==> src/rtl/swd_target.sv <==
module swd_target #(
  parameter int RESET_LEN = 50,
  parameter int IDLE_MIN  = 2,
  parameter int TW        = 2,
  parameter int DW        = 32
) (
  input  logic          swclk,
  input  logic          rst_n,
  input  logic          dio_in,
  output logic          dio_out,
  output logic          dio_oe,
  input  logic [TW-1:0] turn_len,
  output logic          reg_ap,
  output logic [1:0]    reg_addr,
  output logic          reg_rd,
  output logic          reg_wr,
  output logic [DW-1:0] reg_wdata,
  input  logic [DW-1:0] reg_rdata,
  input  logic          reg_wait,
  input  logic          reg_fault,
  input  logic          err_clr,
  output logic          sticky_err
);
  localparam int HW   = $clog2(RESET_LEN + 1);
  localparam int CMAX = (DW > (1 << TW)) ? ((DW > IDLE_MIN) ? DW : IDLE_MIN)
                                         : (((1 << TW) > IDLE_MIN) ? (1 << TW) : IDLE_MIN);
  localparam int CW   = $clog2(CMAX + 1);
  localparam logic [2:0] ACK_OK = 3'b001, ACK_WAIT = 3'b010, ACK_FAULT = 3'b100;

  typedef enum logic [3:0] {
    S_LOCK, S_LRST, S_IDLE, S_REQ, S_TRN1, S_ACK, S_WTRN, S_WDAT, S_RDAT, S_TRN2
  } st_t;

  st_t           state;
  logic [CW-1:0] cnt;
  logic [HW-1:0] hi_cnt;
  logic [6:0]    req_sh;
  logic [2:0]    ack;
  logic          rnw_q;
  logic [DW:0]   sh;

  logic [6:0]    req_nx;
  logic [DW:0]   sh_in;
  logic          req_ok, lr_hit, last_turn;
  logic [2:0]    ack_sel;

  assign req_nx    = {dio_in, req_sh[6:1]};
  assign sh_in     = {dio_in, sh[DW:1]};
  assign req_ok    = ~^req_nx[4:0] & ~req_nx[5] & req_nx[6];
  assign lr_hit    = ~dio_oe & dio_in & (hi_cnt == HW'(RESET_LEN - 1));
  assign last_turn = (cnt == CW'(turn_len));
  assign ack_sel   = (reg_fault | sticky_err) ? ACK_FAULT : reg_wait ? ACK_WAIT : ACK_OK;

  always_ff @(posedge swclk) begin
    if (!rst_n)                hi_cnt <= '0;
    else if (dio_oe || !dio_in) hi_cnt <= '0;
    else if (hi_cnt != HW'(RESET_LEN)) hi_cnt <= hi_cnt + 1'b1;
  end

  always_ff @(posedge swclk) begin
    if (!rst_n) begin
      state      <= S_LOCK;
      cnt        <= '0;
      req_sh     <= '0;
      ack        <= ACK_OK;
      rnw_q      <= 1'b0;
      sh         <= '0;
      dio_out    <= 1'b0;
      dio_oe     <= 1'b0;
      reg_ap     <= 1'b0;
      reg_addr   <= '0;
      reg_rd     <= 1'b0;
      reg_wr     <= 1'b0;
      reg_wdata  <= '0;
      sticky_err <= 1'b0;
    end else begin
      reg_rd <= 1'b0;
      reg_wr <= 1'b0;
      if (err_clr) sticky_err <= 1'b0;
      if (lr_hit) begin
        state  <= S_LRST;
        cnt    <= '0;
        dio_oe <= 1'b0;
      end else begin
        case (state)
          S_LRST:
            if (dio_in) cnt <= '0;
            else if (cnt == CW'(IDLE_MIN - 1)) state <= S_IDLE;
            else cnt <= cnt + 1'b1;
          S_IDLE:
            if (dio_in) begin
              state <= S_REQ;
              cnt   <= '0;
            end
          S_REQ: begin
            req_sh <= req_nx;
            if (cnt == CW'(6)) begin
              cnt <= '0;
              if (req_ok) begin
                state    <= S_TRN1;
                reg_ap   <= req_nx[0];
                rnw_q    <= req_nx[1];
                reg_addr <= {req_nx[3], req_nx[2]};
                ack      <= ack_sel;
                reg_rd   <= req_nx[1] & (ack_sel == ACK_OK);
              end else begin
                state <= S_LOCK;
              end
            end else begin
              cnt <= cnt + 1'b1;
            end
          end
          S_TRN1: begin
            if (reg_rd) sh <= {^reg_rdata, reg_rdata};
            if (last_turn) begin
              state   <= S_ACK;
              dio_oe  <= 1'b1;
              dio_out <= ack[0];
              cnt     <= '0;
            end else begin
              cnt <= cnt + 1'b1;
            end
          end
          S_ACK:
            if (cnt != CW'(2)) begin
              dio_out <= ack[cnt[1:0] + 2'd1];
              cnt     <= cnt + 1'b1;
            end else begin
              cnt <= '0;
              if (ack == ACK_OK && rnw_q) begin
                state   <= S_RDAT;
                dio_out <= sh[0];
                sh      <= {1'b0, sh[DW:1]};
              end else begin
                state  <= (ack == ACK_OK) ? S_WTRN : S_TRN2;
                dio_oe <= 1'b0;
              end
            end
          S_RDAT:
            if (cnt == CW'(DW)) begin
              state  <= S_TRN2;
              dio_oe <= 1'b0;
              cnt    <= '0;
            end else begin
              dio_out <= sh[0];
              sh      <= {1'b0, sh[DW:1]};
              cnt     <= cnt + 1'b1;
            end
          S_WTRN:
            if (last_turn) begin
              state <= S_WDAT;
              cnt   <= '0;
            end else begin
              cnt <= cnt + 1'b1;
            end
          S_WDAT: begin
            sh <= sh_in;
            if (cnt == CW'(DW)) begin
              state <= S_IDLE;
              cnt   <= '0;
              if (~^sh_in) begin
                reg_wr    <= 1'b1;
                reg_wdata <= sh_in[DW-1:0];
              end else begin
                sticky_err <= 1'b1;
              end
            end else begin
              cnt <= cnt + 1'b1;
            end
          end
          S_TRN2:
            if (last_turn) begin
              state <= S_IDLE;
              cnt   <= '0;
            end else begin
              cnt <= cnt + 1'b1;
            end
          default: ;
        endcase
      end
    end
  end
endmodule

==> config.mk <==
export PLATFORM = sky130hd
export DESIGN_NAME = swd_target
export DESIGN_NICKNAME = d
export VERILOG_FILES = /design/src/rtl/swd_target.sv
export SDC_FILE = /design/constraint.sdc
export NUM_CORES = 1
export LEC_CHECK = 0
export ABC_CLOCK_PERIOD_IN_PS = 3500
export CAP_MARGIN = 20
export CORE_ASPECT_RATIO = 1.4
export CORE_MARGIN = 1.5
export CORE_UTILIZATION = 40
export CTS_CLUSTER_DIAMETER = 100
export DETAILED_ROUTE_END_ITERATION = 6
export GPL_ROUTABILITY_DRIVEN = 0
export GPL_TIMING_DRIVEN = 0
export RECOVER_POWER = 25
export SETUP_SLACK_MARGIN = 0.05
export SLEW_MARGIN = 20
export SYNTH_ARGS = -nofsm -noshare
export SYNTH_HDL_FRONTEND = slang
export SYNTH_SLANG_ARGS = --single-unit
export TNS_END_PERCENT = 1
==> constraint.sdc <==
create_clock -name swclk -period 3.5 [get_ports swclk]
set_input_delay 0.7 -clock swclk [delete_from_list [all_inputs] [get_ports swclk]]
set_output_delay 0.7 -clock swclk [all_outputs]
set_load 0.01 [all_outputs]
==> results.toml <==
[outcome]
status = "finished clean"

[detailed_routing]
ant_nets = 0
wirelength_um = 14600
avgViaCountPerCell = 5.61
routedWlPerCell_um = 16.5
vias = 4956
drtIter0Drc = 196
drt-pass1-iter-count = 5
drc = 0

[grt]
grt_overflow = 0
use_met1_pct = 25.5
grt_max_degree = 16
grt_pass1_wl_um = 24100
met3_usage_pct = 3.24
grtUsageMet2_pct = 38.1
antenna_found_initial = 0
grt_pass1_vias = 5005
track_usage_pct = 21.5
grt_busiest_layer = "met2"

[floorplanning]
fp.dieH_um = 138
rows = 49
initial_core_util_pct = 40.9
core_area_mm2 = 0.0128
ios = 80
dieArea_mm2 = 0.0138
fp.dieW_um = 99.7

[timing]
finalSetupViolations = 0
hold_viol = 0
max_freq_mhz = 338
worst_pin_slew_ps = 848
period_needed_ps = 2960
min_period_over_period_pct = 84.4
fin_setup_tns_ps = 0
skew_ps = 6.27
maxSlewHeadroom_pct = 43.0
drv_slew = 0
grt_setup_unrepaired = "no"

[pwr]
vdd_drop_max_mv = 0.199
p_per_area_mw_per_mm2 = 368
leakagePower_uw = 0.00229

[worst_setup_path]
worstPathMaxFanout = 10
cp.required_ps = 3770
critical_path_arrival_ps = 3230
startpoint = "cnt[0]"
crit_path_start_kind = "flop"
reg2reg_slack_ps = 540
cp-end-kind = "flop"
critPathKind = "reg2reg"
timing.rr.start = "cnt[0]"

[placed_design]
hpwlAfterDp_um = 11100
io_buffer_count = 78

[synth]
synth_commonest_cells = "99 x dfxtp_1, 78 x nand3_1, 69 x nor2_1"
synth_most_common_cell = "dfxtp_1"
synth_top_area_share_pct = 37.8
yosysSeqAreaShare_pct = 37.8
synth_area_leaders = "dfxtp_1 38%, xnor2_1 10%, nand3_1 7.5%, a311oi_1 5.5%, nor2_1 4.9%"
avgSynthCellArea_um2 = 8.21
yosysWarnings = 0
netlist_area_mm2 = 0.00524
syn-num-nets = 685
synth_cell_types = 57
syn_inst = 638
synth_edf_count = 0
ys_ff_latch = 99
ys.flop_type = "dfxtp_1"
synth-async-reset-ratio_pct = 0
yosys.area.top_type = "dfxtp_1"

[cells_and_area]
final_layout_size_suffix_gt1_share_pct = 5.75
postLayoutCoreUtil_pct = 50.8
nets = 774
antenna_cells_inserted = 0
area_growth_pct = 24.3

[cts]
clock_latency_ps = 340
cts_buffers = 9
htreeDepth = 3
clock-sinks = 99
hold_buffers = 0
clockBufferDepth = 2
cts_tree = "built"
path_clk_slew_ps = 70
cts_setup_buffers = 0
cts_resized = 0
cts_root_buf = "clkbuf_16"

[hold_path]
hp-start = "reg_wdata[4]"
min_path_type = "reg2reg"

[flow_run]
drv_cap = 0
-- area by class of cell --
cell class	instances	area [um2]
clock inverter	3	46.3
clock buffer	12	256
timing repair buffer	78	781
sequential	99	1980
inverter	7	26.3
buffer	47	198
fill	1261	6300
multi-input combinational	485	3030
tap	153	191
-- cells by family (layout without fill, tap and decap cells) --
| kind of cell | Yosys count | in the layout | share of synthesized area [%] |
|---|---|---|---|
| AO/OA/AOI/OAI | 139 | 139 | 17.4 |
| XOR/XNOR | 81 | 81 | 14.5 |
| adder cells (fa/ha/maj) | 7 | 7 | 1.67 |
| buffers and inverters | 54 | 147 | 4.28 |
| flip-flops | 99 | 99 | 37.8 |
| multiplexers | 12 | 12 | 2.29 |
| AND/OR/NAND/NOR | 246 | 246 | 22.0 |
-- cell usage in the layout, fill, tap and decap left out, drive strengths merged, types with 2 or more instances in the layout --
cell type	synthesis	layout
dfxtp	99	99
nand3	78	78
nor2	69	69
xnor2	64	64
nand2	52	52
clkdlybuf4s50	0	49
clkbuf	34	46
a21oi	44	44
o21ai	41	41
a311oi	33	33
dlygate4sd3	0	29
xor2	16	16
buf	13	13
mux2i	12	12
nor3	11	11
inv	7	8
nor2b	7	7
ha	7	7
a211oi	5	5
and3	5	5
nand2b	4	4
nand4	4	4
nor4	4	4
or3	3	3
and2	2	2
or3b	2	2
o21bai	2	2
a221oi	2	2
-- final timing paths --
check,end,depth (start not counted)
max,reg_wdata[17],9
min reg2reg,reg_wdata[4],2
max reg2reg,reg_wdata[17],9
min,reg_wdata[4],2
-- worst max-delay path, cell delays in order, from the launching register on --
cell	delay (ps)
dfxtp_1	400
inv_1	170
ha_1	200
nand2_1	60
or4_1	400
clkbuf_1	210
nor3_1	730
clkbuf_1	440
nand3_1	140
a21oi_1	150
-- state kept, by name, summed over array words and instances (netlist names) --
register,flops
rnw_q,1
state,4
dio_oe,1
cnt,6
sh,33
req_sh,6
reg_wr,1
sticky_err,1
ack,3
hi_cnt,6
reg_ap,1
reg_rd,1
reg_wdata,32
dio_out,1
reg_addr,2
-- routing by layer --
metal / vias to the layer above / part of all wire, %
met1: 2338 / 40
met5: - / 0
met2: 158 / 52
met3: 28 / 4.5
li1: 2432 / -
met4: 0 / 2.7
-- where the power goes --
group / internal [uW] / leakage [uW] / switching [uW]
Combinational: 123 / 0.00135 / 118
Clock: 593 / 0.000145 / 438
Sequential: 1130 / 0.000797 / 1.35
Total: 1840 / 0.00229 / 557
-- through the flow --
stage          hold WS, ps  power [uW]  instances  setup WS (ps)  area, um2
2_1_floorplan          449        1310        638           1030       5240
3_3_place_gp           468        1400        869            552       6210
3_5_place_dp           468        1390        869            528       6210
4_1_cts                478        2420        884            510       6510
5_1_grt                494        2470        884            258       6510
6_report               473        2400        884            545       6510
Power figures use the tool's default switching activity.
